File: src/rtl/cpwm_deadtime.sv
module cpwm_deadtime #(
  parameter int W = 8
) (
  input  logic         clk,
  input  logic         rst_n,
  input  logic [6:0]   mode,
  input  logic [W-1:0] tb_cnt,
  input  logic         tb_up,
  input  logic         pol,
  input  logic [W-1:0] duty_stage,
  input  logic [W-1:0] dead_stage,
  output logic         pwm_out,
  output logic         flag
);
  localparam logic [4:0]   FAMILY = 5'b10111;
  localparam logic [W-1:0] TB_MIN = W'(1);

  logic [W-1:0] duty_q, dead_q, dcnt_q;
  logic         on_q, pend_q, tgt_q, flag_q;

  wire mode_ok = (mode[6:2] == FAMILY);
  wire lead_dt = mode[0];
  wire both_fl = mode[1];
  wire hit     = mode_ok && (tb_cnt == duty_q);
  wire hit_dt  = hit && (tb_up ? lead_dt : !lead_dt);
  wire hit_now = hit && !hit_dt;
  wire fire    = pend_q && (dcnt_q == dead_q);

  always_ff @(posedge clk or negedge rst_n) begin
    if (!rst_n) begin
      duty_q <= '0;
      dead_q <= '0;
    end else if (tb_cnt == TB_MIN) begin
      duty_q <= duty_stage;
      dead_q <= dead_stage;
    end
  end

  always_ff @(posedge clk or negedge rst_n) begin
    if (!rst_n) begin
      pend_q <= 1'b0;
      tgt_q  <= 1'b0;
      dcnt_q <= '0;
    end else if (!mode_ok) begin
      pend_q <= 1'b0;
      dcnt_q <= '0;
    end else if (hit_dt) begin
      pend_q <= 1'b1;
      tgt_q  <= tb_up;
      dcnt_q <= '0;
    end else if (fire) begin
      pend_q <= 1'b0;
    end else if (pend_q) begin
      dcnt_q <= dcnt_q + 1'b1;
    end
  end

  always_ff @(posedge clk or negedge rst_n) begin
    if (!rst_n) begin
      on_q   <= 1'b0;
      flag_q <= 1'b0;
    end else if (!mode_ok) begin
      on_q   <= 1'b0;
      flag_q <= 1'b0;
    end else if (hit_now) begin
      on_q   <= tb_up;
      flag_q <= !tb_up || both_fl;
    end else if (fire) begin
      on_q   <= tgt_q;
      flag_q <= !tgt_q || both_fl;
    end else begin
      flag_q <= 1'b0;
    end
  end

  assign pwm_out = on_q ^ pol;
  assign flag    = flag_q;
endmodule

File: config.mk
export PLATFORM = sky130hd
export DESIGN_NAME = cpwm_deadtime
export DESIGN_NICKNAME = d
export VERILOG_FILES = /design/src/rtl/cpwm_deadtime.sv
export SDC_FILE = /design/constraint.sdc
export NUM_CORES = 1
export LEC_CHECK = 0
export ABC_AREA = 1
export ABC_CLOCK_PERIOD_IN_PS = 3800
export CAP_MARGIN = 20
export CORE_ASPECT_RATIO = 1.75
export CORE_UTILIZATION = 40
export DETAILED_ROUTE_END_ITERATION = 7
export HOLD_SLACK_MARGIN = 0.02
export PLACE_DENSITY = 0.66
export SYNTH_ARGS = -nofsm -noshare
export SYNTH_HDL_FRONTEND = slang
export SYNTH_SLANG_ARGS = --single-unit
File: constraint.sdc
create_clock -name clk -period 3.8 [get_ports clk]
set_input_delay 0.57 -clock clk [delete_from_list [all_inputs] [get_ports clk]]
set_output_delay 0.57 -clock clk [all_outputs]
set_load 0.05 [all_outputs]
---- Word level (Yosys, flattened, before mapping) ----
Index checks and enable logic that the tools add are counted.
storage, ports and cells
  word-level logic and storage cells ...... 43
  output and inout port bits .............. 2
  register bits after elaboration ......... 28
  input port bits ......................... 35
operators by class
  muxes and demuxes ....................... 14
  reduce and logical (&&, ||, !) cells .... 12
  equal/unequal tests ..................... 8
  add/sub/neg operators ................... 1
  bitwise operators ....................... 1
operators with widths
  kind                   count
  $mux W8                4
  $eq A8 B8 Y1           2
  $mux W1                10
  $add A8 B1 Y8 const B  1
  $eq A8 B1 Y1 const B   1
  $ne A3 B1 Y1 const B   2
  $eq A5 B5 Y1 const B   1
  $logic_and A1 B1 Y1    4
  $logic_not A1 Y1       4
  $reduce_and A2 Y1      2
  $ne A3 B2 Y1 const B   1
  $ne A3 B3 Y1 const B   1
  $logic_or A1 B1 Y1     2
  $xor A1 B1 Y1          1

---- Longest topological paths before layout ----
  depth in word-level cells ............... 7
  mapped depth ............................ 11
  depth with buffers taken out ............ 11

---- Least setup slack after synthesis ----
OpenSTA, ideal clock, no wires.
  path type ............................... input to output
  start point ............................. input pol
  end point ............................... output pwm_out
  data required time ...................... 3.230 ns
  stages on the path ...................... 1
  data arrival time ....................... 1.327 ns
  slack ................................... 1.903 ns
  path buffers ............................ 0
  path through ............................ xor2_1
between the ends
  word-level cells in the longest chain between the ends .. 1
ends and longest elaborated chain
  element        RTL line  text
  from (decl)    9         input logic pol,
  $xor A1 B1 Y1  76        assign pwm_out = on_q ^ pol;
  to (decl)      12        output logic pwm_out,
Every way passes these cells.

---- Worst setup path after layout ----
Same ends and word-level chain as after synthesis.

==> metrics.txt <==
DP HPWL 2510 µm; clk_lat worst skew 0.27 ns; outcome complete, no violations; Worst Setup Path Type in -> out; Leakage 0.00102 µW; worst slew pin tran 0.895 ns; largest net degree at the start of global routing 29; Worst R2R Setup Slack 2.22 ns; met2 usage 31.3%; busiest grt layer met2; WP depth 3; Worst setup SP type input port; sequential area share after synthesis 43.0%; Die W 50.2 µm; endpoints failing setup 0; delay-heaviest family, CP buffers and inverters; Sw Share 22.8%; final period demand of the worst path 2.56 ns; cells after synthesis 195; Clock Sinks 28; cts bufs inserted 3; Iter 0 DRT Violations 14; Routed Antenna Nets 0; commonest cells after routing, fill and taps aside nand2_1 (43), clkdlybuf4s50_1 (36), inv_1 (30), dfrtp_1 (28), nor2_1 (22); Max Fclk 391 MHz; GRT overflow 0; Port Buffer Count 36; mean post-synth cell area 8.35 µm²; cell count after placement 277; Layout Utilization 53.8%; switching pwr 153 µW; final worst path period share 67.3%; Worst slew margin 40.2%; Gate power share 16.5%; Critical Path, Cell by Cell clkdlybuf4s50_1 > xor2_1 > clkdlybuf4s50_1; Clock Tree Buf Depth 2; Arr. time, crit path 1.99 ns; Post-CTS Hold Buffers 0; Setup Fix Bufs, Post-CTS 0; post-synth top area cell dfrtp_1; M1 GR Usage 17.4%; Critical Path RT 3.23 ns; ranking of synthesized cells by area dfrtp_1 (43%), nand2_1 (9.9%), mux2_4 (7.4%), inv_1 (6.9%), xnor2_1 (5.9%); initial antenna violation count 0; Cell variety after synth 24; Seq cells post-synth 28; max incr delay on CP 0.82 ns; core area 3900 µm²; commonest non-fill, non-tap cell in the layout nand2_1; first-pass GRT wire length 5290 µm; Clk pwr share 35.4%; number of remaining DRC errors 0; TritonCTS clock tree done; hold slack 0.526 ns; CTS H-tree lvls 1; Worst R2R End dcnt_q[2]; Final Hold Viols 0; CTS resizes 0; Vias 1315; clk slew on worst S/H paths 0.10 ns; power per cell area 319 nW/µm²; # fillers 379; worst hold path depth 2; syn_nets 231; share of layout cells above drive strength 1 10.7%; Post-Synthesis Cell Area 1630 µm²; sequential power share 48.1%; Die ar. 4340 µm²; area of all sequential standard cells 701 µm²; GPL Wtd Cong 0.785; ys async rst share 100%; setup tns final 0 ns; fin. max-slew vios 0; row count 30; Final Non-Filler Cells 281; vias per cell 4.68; top_reg_cell synth dfrtp_1; Worst Setup End Kind primary output; Reg-to-Reg Start dcnt_q[0]; multi-input logic area 790 µm²; post-synth top area share 43.0%; critical hold path startpoint tgt_q; Fin Clk Skew 0.00471 ns; Starting Density 41.7%; Syn-to-layout area delta 29.0%; overall routing resource usage 16.3%; MaxCap Viol Count 0; Synth warnings 0; Crit Path Max Fanout 1; Pint 517 µW; worst hold endpoint tgt_q; Die H 86.4 µm; Boundary Pins 37; CP bufs+invs 2; Total Nets Final 270; GR Util met3 1.93%; critical path's most frequent cell clkdlybuf4s50_1; vias in the first global route 1191; RSZ-0062 raised after global routing no; Hold Crit Class reg -> reg; antenna cells 0; cells on worst reg2reg path 10; Crit-path slowest cell clkdlybuf4s50_1; DR pass1 iterations 4; Root Buffer clkbuf_8; EDFF count, synth 0; VDD IR max 0.214 mV; WL final 3170 µm; Wirelength per Cell 11.3 µm
## state kept, by name (all words and copies together), names as in the netlist
signal / count
pend_q: 1
duty_q: 8
tgt_q: 1
dead_q: 8
flag: 1
dcnt_q: 8
on_q: 1
## worst max-delay path by stage
| stage | endpoint | slack (ns) | from |
|---|---|---|---|
| 6_report | pwm_out | 1.24 | pol |
| 2_1_floorplan | pwm_out | 1.90 | pol |
| 3_3_place_gp | dead_q[6] | 1.13 | tb_cnt[1] |
| 3_5_place_dp | duty_q[2] | 1.16 | tb_cnt[1] |
| 4_1_cts | pwm_out | 1.23 | pol |
| 5_1_grt | pwm_out | 1.22 | pol |
## cell families after synthesis
kind of cell               Yosys count  synth area share [%]
DFF                                 28                  43.0
adders and majority gates            1                 0.768
muxes                               10                  8.76
and+or+nand+nor                     90                  24.3
buffers and inverters               33                  8.53
AOI/OAI and AO/OA                   19                  7.07
xor gates and xnor gates            14                  7.53
## worst reg2reg max path: stages, from the launching register on
cell and delay [ns]:
dfrtp_1 0.45, xnor2_1 0.18, nand2_1 0.08, nor2_2 0.16, nand2_2 0.10, nand2_2 0.21, inv_1 0.11, nand2_1 0.07
nand2_1 0.05, inv_1 0.05, nor2_1 0.04
## metrics by stage
stage	power (µW)	worst slack (ns)	cell area [µm²]
floorplan	383	1.90	1630
global placement	438	1.13	2030
detailed placement	440	1.16	2030
CTS	678	1.23	2100
global route	697	1.22	2100
finish	670	1.24	2100
## synthesized netlist by cell type, types with 2 or more instances
library cell,number
nand2_1,43
a21oi_1,13
nand2_2,3
xor2_1,3
mux2_2,2
inv_1,30
xnor2_1,11
o21bai_1,3
nor2_1,22
dfrtp_1,28
nand4_1,3
o21bai_2,2
nor2_2,3
mux2_4,8
nand3_1,10
nor4_1,2
buf_6,2
## metal layers
layer  part of all wire (%)  wire (µm)
met1                     39       1240
met2                     58       1820
met3                    2.1         68
met4                   0.98         31
met5                      0          0
## power groups by stage
stage	registers (µW)	clock network (µW)	logic, µW
5_1_grt	324	251	123
3_3_place_gp	328	0	111
3_5_place_dp	328	0	112
4_1_cts	322	243	113
6_report	322	237	111
2_1_floorplan	325	0	58.3
## area by class of cell
type / count / area share, %
sequential: 28 / 33.3
timing repair buffer: 37 / 17.5
inverter: 30 / 5.36
tap: 48 / 2.86
multi-input combinational: 134 / 37.6
clock inverter: 1 / 1.43
clock buffer: 3 / 1.96
Power figures use the tool's default switching activity.
